===== src/rtl/dsi_seq_pkg.sv =====
package dsi_seq_pkg;
  localparam int HW = 16;
  localparam int VW = 10;

  typedef struct packed {
    logic [HW-1:0] hsa;
    logic [HW-1:0] bllp;
    logic [HW-1:0] hact;
    logic [HW-1:0] hbp;
    logic [HW-1:0] hfp;
    logic [VW-1:0] vsa;
    logic [VW-1:0] vbp;
    logic [VW-1:0] vact;
    logic [VW-1:0] vfp;
  } tmg_t;

  typedef enum logic [1:0] {VM_EVENT = 2'd0, VM_PULSE = 2'd1, VM_BURST = 2'd2, VM_RSVD = 2'd3} vmode_e;

  typedef enum logic [2:0] {
    TK_NONE = 3'd0, TK_HSTART = 3'd1, TK_HEND = 3'd2, TK_VSTART = 3'd3,
    TK_VEND = 3'd4, TK_BLANK = 3'd5, TK_PAYHDR = 3'd6, TK_DATA = 3'd7
  } tok_e;

  typedef enum logic [1:0] {RG_VSA = 2'd0, RG_VBP = 2'd1, RG_VACT = 2'd2, RG_VFP = 2'd3} region_e;

  localparam tmg_t TMG_RST = '{
    hsa: 16'd2, bllp: 16'd5, hact: 16'd6, hbp: 16'd1, hfp: 16'd4,
    vsa: 10'd1, vbp: 10'd1, vact: 10'd2, vfp: 10'd1
  };
endpackage


===== src/rtl/dsi_seq_regs.sv =====
module dsi_seq_regs
  import dsi_seq_pkg::*;
(
  input  logic        clk,
  input  logic        rst_n,
  input  logic        cfg_we,
  input  logic [1:0]  cfg_sel,
  input  logic [31:0] cfg_wdata,
  input  logic        fmt_rgb888,
  input  logic [1:0]  vid_mode,
  input  logic        frame_start,
  output tmg_t        act,
  output vmode_e      mode_act,
  output logic        cfg_err
);
  tmg_t stg;
  logic hact_ok;

  assign hact_ok = !fmt_rgb888 || ((cfg_wdata[HW-1:0] % HW'(3)) == '0);

  always_ff @(posedge clk) begin
    if (!rst_n) begin
      stg      <= TMG_RST;
      act      <= TMG_RST;
      mode_act <= VM_EVENT;
      cfg_err  <= 1'b0;
    end else begin
      if (cfg_we) begin
        case (cfg_sel)
          2'd0: begin
            stg.hsa  <= cfg_wdata[HW-1:0];
            stg.bllp <= cfg_wdata[2*HW-1:HW];
          end
          2'd1: begin
            if (hact_ok) stg.hact <= cfg_wdata[HW-1:0];
            else         cfg_err  <= 1'b1;
            stg.vact <= cfg_wdata[HW +: VW];
          end
          2'd2: begin
            stg.hbp <= cfg_wdata[HW-1:0];
            stg.hfp <= cfg_wdata[2*HW-1:HW];
          end
          default: begin
            stg.vsa <= cfg_wdata[0 +: VW];
            stg.vbp <= cfg_wdata[VW +: VW];
            stg.vfp <= cfg_wdata[2*VW +: VW];
          end
        endcase
      end
      if (frame_start) begin
        act      <= stg;
        mode_act <= vmode_e'(vid_mode);
      end
    end
  end


  hact_keep_chk: assert property (@(posedge clk) disable iff (!rst_n)
    cfg_we && cfg_sel == 2'd1 && !hact_ok |=> cfg_err && $stable(stg.hact));


  act_hold_chk: assert property (@(posedge clk) disable iff (!rst_n)
    !frame_start |=> $stable(act) && $stable(mode_act));
endmodule


===== src/rtl/dsi_seq_vcount.sv =====
module dsi_seq_vcount
  import dsi_seq_pkg::*;
(
  input  logic          clk,
  input  logic          rst_n,
  input  logic [VW-1:0] vsa,
  input  logic [VW-1:0] vbp,
  input  logic [VW-1:0] vact,
  input  logic [VW-1:0] vfp,
  input  logic          line_done,
  output logic          line_ok,
  output logic          active_line,
  output logic          vsync_line,
  output logic          frame_start
);
  region_e       region;
  logic [VW-1:0] line_cnt;
  logic [VW-1:0] rcnt;
  logic          adv, last;

  always_comb begin
    case (region)
      RG_VSA:  rcnt = vsa;
      RG_VBP:  rcnt = vbp;
      RG_VACT: rcnt = vact;
      default: rcnt = vfp;
    endcase
  end

  assign line_ok     = rcnt != '0;
  assign adv         = line_done || !line_ok;
  assign last        = !line_ok || (line_cnt == rcnt - VW'(1));
  assign frame_start = adv && last && region == RG_VFP;
  assign active_line = region == RG_VACT;
  assign vsync_line  = region == RG_VSA;

  always_ff @(posedge clk) begin
    if (!rst_n) begin
      region   <= RG_VSA;
      line_cnt <= '0;
    end else if (adv) begin
      if (last) begin
        line_cnt <= '0;
        region   <= region_e'(region + 2'd1);
      end else begin
        line_cnt <= line_cnt + VW'(1);
      end
    end
  end


  cnt_range_chk: assert property (@(posedge clk) disable iff (!rst_n)
    line_ok |-> line_cnt < rcnt);


  done_in_line_chk: assert property (@(posedge clk) disable iff (!rst_n)
    line_done |-> line_ok);
endmodule


===== src/rtl/dsi_seq_hstep.sv =====
module dsi_seq_hstep
  import dsi_seq_pkg::*;
(
  input  logic          clk,
  input  logic          rst_n,
  input  logic [HW-1:0] hsa,
  input  logic [HW-1:0] bllp,
  input  logic [HW-1:0] hact,
  input  logic [HW-1:0] hbp,
  input  logic [HW-1:0] hfp,
  input  vmode_e        mode,
  input  logic          line_ok,
  input  logic          active_line,
  input  logic          vsync_line,
  input  logic          tok_ready,
  input  logic          pix_valid,
  input  logic [7:0]    pix_data,
  output logic          tok_valid,
  output tok_e          tok_type,
  output logic [HW-1:0] tok_len,
  output logic [7:0]    tok_data,
  output logic          pix_ready,
  output logic          line_done,
  output logic          underflow
);
  typedef enum logic [3:0] {
    ST_SYNC, ST_HSA, ST_SEND, ST_HBP, ST_PAY, ST_DATA, ST_BLLP, ST_HFP, ST_VBLK
  } step_e;

  step_e         step, nxt;
  logic [HW-1:0] beat;
  logic          fire, is_pulse, is_burst;
  step_e         after_sync, after_pay;

  assign is_pulse   = mode == VM_PULSE;
  assign is_burst   = mode == VM_BURST;
  assign tok_valid  = line_ok;
  assign fire       = tok_valid && tok_ready;
  assign after_sync = active_line ? ST_HBP : ST_VBLK;
  assign after_pay  = is_burst ? ST_BLLP : ST_HFP;
  assign pix_ready  = fire && step == ST_DATA;
  assign line_done  = fire && (step == ST_HFP || step == ST_VBLK);
  assign tok_data   = (step == ST_DATA && pix_valid) ? pix_data : 8'h00;

  always_comb begin
    tok_type = TK_BLANK;
    tok_len  = '0;
    nxt      = step;
    case (step)
      ST_SYNC: begin
        tok_type = vsync_line ? TK_VSTART : TK_HSTART;
        nxt      = is_pulse ? ST_HSA : after_sync;
      end
      ST_HSA: begin
        tok_len = hsa;
        nxt     = ST_SEND;
      end
      ST_SEND: begin
        tok_type = vsync_line ? TK_VEND : TK_HEND;
        nxt      = after_sync;
      end
      ST_HBP: begin
        tok_len = hbp;
        nxt     = ST_PAY;
      end
      ST_PAY: begin
        tok_type = TK_PAYHDR;
        tok_len  = hact;
        nxt      = (hact == '0) ? after_pay : ST_DATA;
      end
      ST_DATA: begin
        tok_type = TK_DATA;
        tok_len  = HW'(1);
        nxt      = (beat == hact - HW'(1)) ? after_pay : ST_DATA;
      end
      ST_BLLP: begin
        tok_len = bllp;
        nxt     = ST_HFP;
      end
      ST_HFP: begin
        tok_len = hfp;
        nxt     = ST_SYNC;
      end
      default: begin
        tok_len = hbp + hact + hfp;
        nxt     = ST_SYNC;
      end
    endcase
  end

  always_ff @(posedge clk) begin
    if (!rst_n) begin
      step      <= ST_SYNC;
      beat      <= '0;
      underflow <= 1'b0;
    end else if (fire) begin
      step <= nxt;
      if (step == ST_PAY)  beat <= '0;
      if (step == ST_DATA) beat <= beat + HW'(1);
      if (step == ST_DATA && !pix_valid) underflow <= 1'b1;
    end
  end


  tok_hold_chk: assert property (@(posedge clk) disable iff (!rst_n)
    tok_valid && !tok_ready |=> tok_valid && $stable(tok_type) && $stable(tok_len));


  uflow_sticky_chk: assert property (@(posedge clk) disable iff (!rst_n)
    underflow |=> underflow);


  pad_zero_chk: assert property (@(posedge clk) disable iff (!rst_n)
    tok_valid && tok_type == TK_DATA && !pix_valid |-> tok_data == 8'h00);


  pix_take_chk: assert property (@(posedge clk) disable iff (!rst_n)
    pix_ready |-> tok_valid && tok_ready && tok_type == TK_DATA);
endmodule


===== src/rtl/dsi_line_seq.sv =====
module dsi_line_seq
  import dsi_seq_pkg::*;
(
  input  logic        clk,
  input  logic        rst_n,
  input  logic        cfg_we,
  input  logic [1:0]  cfg_sel,
  input  logic [31:0] cfg_wdata,
  input  logic [1:0]  vid_mode,
  input  logic        fmt_rgb888,
  input  logic        pix_valid,
  output logic        pix_ready,
  input  logic [7:0]  pix_data,
  output logic        tok_valid,
  input  logic        tok_ready,
  output logic [2:0]  tok_type,
  output logic [15:0] tok_len,
  output logic [7:0]  tok_data,
  output logic        cfg_err,
  output logic        underflow
);
  tmg_t   act;
  vmode_e mode_act;
  tok_e   type_e;
  logic   frame_start, line_done, line_ok, active_line, vsync_line;

  dsi_seq_regs u_regs (
    .clk(clk), .rst_n(rst_n), .cfg_we(cfg_we), .cfg_sel(cfg_sel),
    .cfg_wdata(cfg_wdata), .fmt_rgb888(fmt_rgb888), .vid_mode(vid_mode),
    .frame_start(frame_start), .act(act), .mode_act(mode_act), .cfg_err(cfg_err)
  );

  dsi_seq_vcount u_vcount (
    .clk(clk), .rst_n(rst_n), .vsa(act.vsa), .vbp(act.vbp), .vact(act.vact),
    .vfp(act.vfp), .line_done(line_done), .line_ok(line_ok),
    .active_line(active_line), .vsync_line(vsync_line), .frame_start(frame_start)
  );

  dsi_seq_hstep u_hstep (
    .clk(clk), .rst_n(rst_n), .hsa(act.hsa), .bllp(act.bllp), .hact(act.hact),
    .hbp(act.hbp), .hfp(act.hfp), .mode(mode_act), .line_ok(line_ok),
    .active_line(active_line), .vsync_line(vsync_line), .tok_ready(tok_ready),
    .pix_valid(pix_valid), .pix_data(pix_data), .tok_valid(tok_valid),
    .tok_type(type_e), .tok_len(tok_len), .tok_data(tok_data),
    .pix_ready(pix_ready), .line_done(line_done), .underflow(underflow)
  );

  assign tok_type = type_e;
endmodule


===== config.mk =====
export PLATFORM = sky130hd
export DESIGN_NAME = dsi_line_seq
export DESIGN_NICKNAME = d
export VERILOG_FILES = /design/src/rtl/dsi_seq_pkg.sv /design/src/rtl/dsi_seq_regs.sv /design/src/rtl/dsi_seq_vcount.sv /design/src/rtl/dsi_seq_hstep.sv /design/src/rtl/dsi_line_seq.sv
export SDC_FILE = /design/constraint.sdc
export NUM_CORES = 1
export LEC_CHECK = 0
export ABC_AREA = 1
export BUFFER_PORTS_ARGS = -buffer_cell sky130_fd_sc_hd__buf_2
export CORE_ASPECT_RATIO = 0.75
export CORE_UTILIZATION = 40
export CTS_BUF_LIST = sky130_fd_sc_hd__clkbuf_8
export DETAILED_ROUTE_END_ITERATION = 12
export PLACE_DENSITY = 0.62
export SYNTH_ARGS = -nofsm -noshare
export SYNTH_HDL_FRONTEND = slang
export SYNTH_HIERARCHICAL = 1
export SYNTH_SLANG_ARGS = --single-unit

===== constraint.sdc =====
create_clock -name clk -period 4.7 [get_ports clk]
set_input_delay 0.235 -clock clk [delete_from_list [all_inputs] [get_ports clk]]
set_output_delay 0.235 -clock clk [all_outputs]
set_load 0.05 [all_outputs]

# --- Word level (Yosys, flattened, before mapping) ---
# Index checks and enable logic that the tools add are counted.
word_totals:
  output_inout_bits: 31
  reg_bits: 276
  inputBits: 50
  elab_cells: 99
op_classes:
  bitwise_logic: 2
  n_eq_ne: 17
  reduce_logical: 32
  div: 1
  n_addsub: 7
  mux: 15
op_table:
  columns: ["operator", "count"]
  rows:
  - ["$pmux W16 S7", 1]
  - ["$add A16 B16 Y16", 2]
  - ["$logic_not A16 Y1", 2]
  - ["$mux W16", 2]
  - ["$pmux W10 S3", 1]
  - ["$pmux W4 S7", 1]
  - ["$add A16 B1 Y16 const B", 1]
  - ["$eq A16 B16 Y1", 1]
  - ["$eq A4 B3 Y1 const B", 4]
  - ["$mod A16 B2 Y16 const B", 1]
  - ["$mux W4", 4]
  - ["$sub A16 B1 Y16 const B", 1]
  - ["$reduce_and A2 Y1", 7]
  - ["$pmux W3 S4", 1]
  - ["$add A10 B1 Y10 const B", 1]
  - ["$eq A10 B10 Y1", 1]
  - ["$mux W10", 1]
  - ["$reduce_bool A10 Y1", 1]
  - ["$sub A10 B1 Y10 const B", 1]
  - ["$eq A2 B2 Y1 const B", 4]
  - ["$eq A4 B2 Y1 const B", 2]
  - ["$mux W8", 1]
  - ["$logic_and A1 B1 Y1", 7]
  - ["$eq A2 B1 Y1 const B", 3]
  - ["15 further kinds", 23]

# --- Logic depth before layout (Yosys ltp) ---
logic_depth:
  depth_word: 8
  ltp_mapped: 55

# --- Hierarchy ---
# Netlist, hierarchy kept.
by_module_without_submodules:
  columns: ["module", "instances", "cells_per_inst", "area_each_um2", "seq_area_each_um2"]
  rows:
  - ["dsi_seq_regs", 1, 1162, 8979.9, 4864.7]
  - ["dsi_seq_hstep", 1, 594, 3656.0, 420.4]
  - ["dsi_seq_vcount", 1, 241, 1467.7, 240.2]

# --- Worst setup path after synthesis ---
# OpenSTA, ideal clock, no wires.
synth_timing:
  kind: "input -> register"
  from: "input cfg_wdata[13]"
  to: "register u_regs/stg[72] (netlist name)"
  required_time_ns: 4.585
  setup_slack_ns: 0.254
  arrival_ns: 4.330
  stages: 49
  path_cell_list: "inv_1 > nand3_1 > nand2_1 > inv_1 > nand2_1 > nand2_1 > nand3_1 > nand3_1 > nand2_2 > nand2_1 > nand2_2 > nand2_2 > nand2_2 > nand2_2 > o21ai_2 > nand2_1 > o21ai_1 > nand2_1 > [13 not listed] > inv_1 > ha_1 > a21oi_2 > nand3_1 > nand2_1 > inv_1 > ha_1 > inv_1 > nand3_1 > o21ai_1 > nand2_1 > clkinv_1 > nand3_2 > nand2_4 > buf_6 > nand3_1 > nand2_1 > nor2_1"
synth_between:
  elab_chain_len: 4
synth_lines:
  columns: ["item", "line", "text"]
  rows:
  - ["start: declaration", "dsi_line_seq.sv:8", "input logic [31:0] cfg_wdata,"]
  - ["$mod A16 B2 Y16", "dsi_seq_regs.sv:19", "assign hact_ok = !fmt_rgb888 || ((cfg_wdata[HW-1:0] % HW'(3)) == '0);"]
  - ["$logic_not A16 Y1", "dsi_seq_regs.sv:19", null]
  - ["$logic_or A1 B1 Y1", "dsi_seq_regs.sv:19", null]
  - ["$reduce_and A3 Y1 (no source line)", null, null]
  - ["end: declaration", "dsi_seq_regs.sv:16", "tmg_t stg;"]
# Every way passes these cells.
# A chain may end at the register's enable or synchronous reset.

# --- Worst setup path in the final report ---
layout_timing:
  from: "input cfg_wdata[15]"
  to: "register u_regs/stg[86] (netlist name)"
# Same word-level chain as after synthesis.

==> impl_metrics.tcl <==
set metrics [dict create \
    status "complete, no violations" \
    synth_simple_gate_area_frac 0.272 \
    critPathSlowestCell "o21ai_2" \
    routed_wl_mm 43.5 \
    maxSlewViolCount 0 \
    clk_pin_slew_worst_paths_ns 0.06 \
    drt-pass1-iter-count 6 \
    gp_congestion 0.904 \
    cts_sinks 276 \
    finalHoldViolations 0 \
    wl_per_cell_um 16.8 \
    syn_to_final_growth_pct 17.5 \
    setup_viol 0 \
    p_comb_frac 0.250 \
    max_freq_ghz 0.218 \
    startpoint "cfg_wdata[15]" \
    synth_xor_area_frac 0.0217 \
    cts_tree "done" \
    cp.required_ns 5.17 \
    r2r-start "u_vcount/region[0]" \
    power_frac_seq 0.388 \
    switchingPower_mw 2.12 \
    cp.arrival_ns 5.06 \
    synth.largest_area_cell "dfxtp_1" \
    synth_compound_area_frac 0.189 \
    syn_avg_cell_area_sq_um 7.06 \
    yosysSeqAreaShare 0.392 \
    irDropWorstVdd_mv 0.248 \
    synth_adder_area_share 0.0449 \
    fin_skew_ns 0.0296 \
    dpl.cell_count 2485 \
    io_pins 81 \
    port_buffers 80 \
    post-dp-hpwl_mm 30.4 \
    hold_path_class "in -> reg" \
    die_y_um 165 \
    first_global_vias 12500 \
    cts_buffer_depth 3 \
    cp-end-kind "flop" \
    r2r-end "u_regs/act[72]" \
    synth_seq_cells 276 \
    dpl_worst_slack_ns -0.533 \
    slew_headroom 0.395 \
    crit_top_cell "nand2_2" \
    cpPeakStageDelay_ns 0.20 \
    clockPowerShare 0.362 \
    crit_fanout 7 \
    drc 0 \
    synth_nets 2088 \
    cts-root-buf "clkbuf_8" \
    leakage_nw 7.62 \
    clock_latency_ns 0.58 \
    fin_util 0.478 \
    stdcell_count 2595 \
    worstMarginPinSlew_ns 0.907 \
    layout_commonest_cell "nand2_1" \
    powerDensity_nw_per_um2 382 \
    r2r_setup_slack_ns 0.64 \
    initial_utilization 0.406 \
    synthArstFlopShare 0 \
    maxCapViolCount 0 \
    startpoint_type "input port" \
    antenna_found_initial 1 \
    grt_use_total 0.240 \
    crit_type "in -> reg" \
    finalCritPeriodShare 0.977 \
    timing.critical_path.to "u_regs/stg[86]" \
    numCtsBuffers 45 \
    ys.flop_type "dfxtp_1" \
    period_needed_ns 4.59 \
    drive_above_1_share 0.158 \
    synthMuxAreaShare 0 \
    dr_total_vias 13700 \
    syn-cell-area_sq_um 14100 \
    synth_edf_count 0 \
    p_int_mw 4.21 \
    rr_worst_depth 19 \
    drtIter0Drc 1279 \
    synth_top_family_by_area "simple AND/OR/NAND/NOR gates" \
    grt_overflow 0 \
    switching_share 0.335 \
    htreeDepth 2 \
    nNetsFinal 2193 \
    ys_types 54 \
    grt_max_degree 137 \
    drtAntennaViolNets 0 \
    hold_ws_ns 0.0346 \
    fin_ws_ns 0.110 \
    tns_ns 0 \
    synth_area_leaders "dfxtp_1 (39%), nand2_1 (9.6%), o21ai_0 (8.6%)" \
    rows 59 \
    grt_pass1_wl_mm 67.9 \
    die_x_um 219 \
    yosys_warnings 6 \
    syn-instance-count 1997 \
    layout_common_cells "nand2_1 (344), nor2_1 (305), dfxtp_1 (276)" \
    synth_top_area_frac 0.392 \
    dieArea_sq_um 36000 \
    avgViaCountPerCell 5.28 \
    fp.coreArea_sq_um 34700 \
]
## cells in the mapped netlist, drive strengths merged (7+ instances only)
library cell	instances
a21oi	161
a221oi	16
a32o	7
buf	20
clkbuf	76
dfxtp	276
fa	16
ha	25
inv	181
nand2	382
nand3	121
nand4	21
nor2	326
nor3	7
o21ai	266
or2	11
xnor2	10
xor2	25
## power groups by stage
stage          registers, mW  clock network, mW  logic (mW)
2_1_floorplan           2.50                  0        1.07
3_3_place_gp            2.50                  0        1.43
3_5_place_dp            2.51                  0        1.46
4_1_cts                 2.46               2.33        1.48
5_1_grt                 2.46               2.45        1.73
6_report                2.46               2.29        1.58
## state kept, by name, indices dropped and copies added, names as in the netlist
signal and cells:
u_regs/mode_act 2, u_regs/act 120, u_hstep/step 4, u_hstep/beat 16
u_regs/stg 120, u_hstep/underflow 1, u_vcount/line_cnt 10, u_regs/cfg_err 1
u_vcount/region 2
## stage by stage
step	power (mW)	instance area [sq um]
2_1_floorplan	3.56	14100
3_3_place_gp	3.93	15100
3_5_place_dp	3.96	15100
4_1_cts	6.27	16300
5_1_grt	6.64	16600
6_report	6.33	16600
## cell type report
cell class              count  area, sq um
fillers                  3538        18100
repair buffers            152         1040
multi-input cells        1440         7720
clock inverters            23          188
diodes                      1         2.50
inverters                 187          707
flip-flops and latches    276         5530
well taps                 457          572
clock buffers              59          812
## kinds of logic after synthesis
family	Yosys count
DFF	276
xor gates and xnor gates	35
adders and majority gates	41
and+or+nand+nor	877
AOI/OAI and AO/OA	485
buffers and inverters	283
## worst max-delay path: cells and delay by family
family | cells | cell delay (ns)
and+or+nand+nor | 29 | 2.52
AOI/OAI and AO/OA | 9 | 1.35
buffers and inverters | 8 | 0.61
adders and majority gates | 2 | 0.31
## what timing repair did
| item | in CTS | in global routing |
|---|---|---|
| gates resized for setup | 0 | 62 |
| setup buffers | 0 | 5 |
| endpoints found under the setup margin | 0 | 17 |
| endpoints found under the hold margin | 37 | 0 |
| hold buffers | 20 | 0 |
## worst min path at each step
stage                               from  cells past startpoint              endpoint
after CTS                  cfg_wdata[23]                      3        u_regs/stg[95]
after floorplan                    rst_n                      2  u_vcount/line_cnt[1]
after global placement    u_regs/stg[23]                      2        u_regs/act[23]
after global routing       cfg_wdata[23]                      3        u_regs/stg[95]
after detailed placement  u_regs/stg[38]                      2        u_regs/act[38]
final                      cfg_wdata[23]                      3        u_regs/stg[95]
## metal layers
layer  wire length [um]  vias up  global-route usage
li1                   -     6781                   -
met1              20800     6361               0.353
met2              18200      486               0.354
met3               3710       64              0.0497
met4                788        0              0.0616
met5                  0        -                   0
Power figures use the tool's default switching activity.
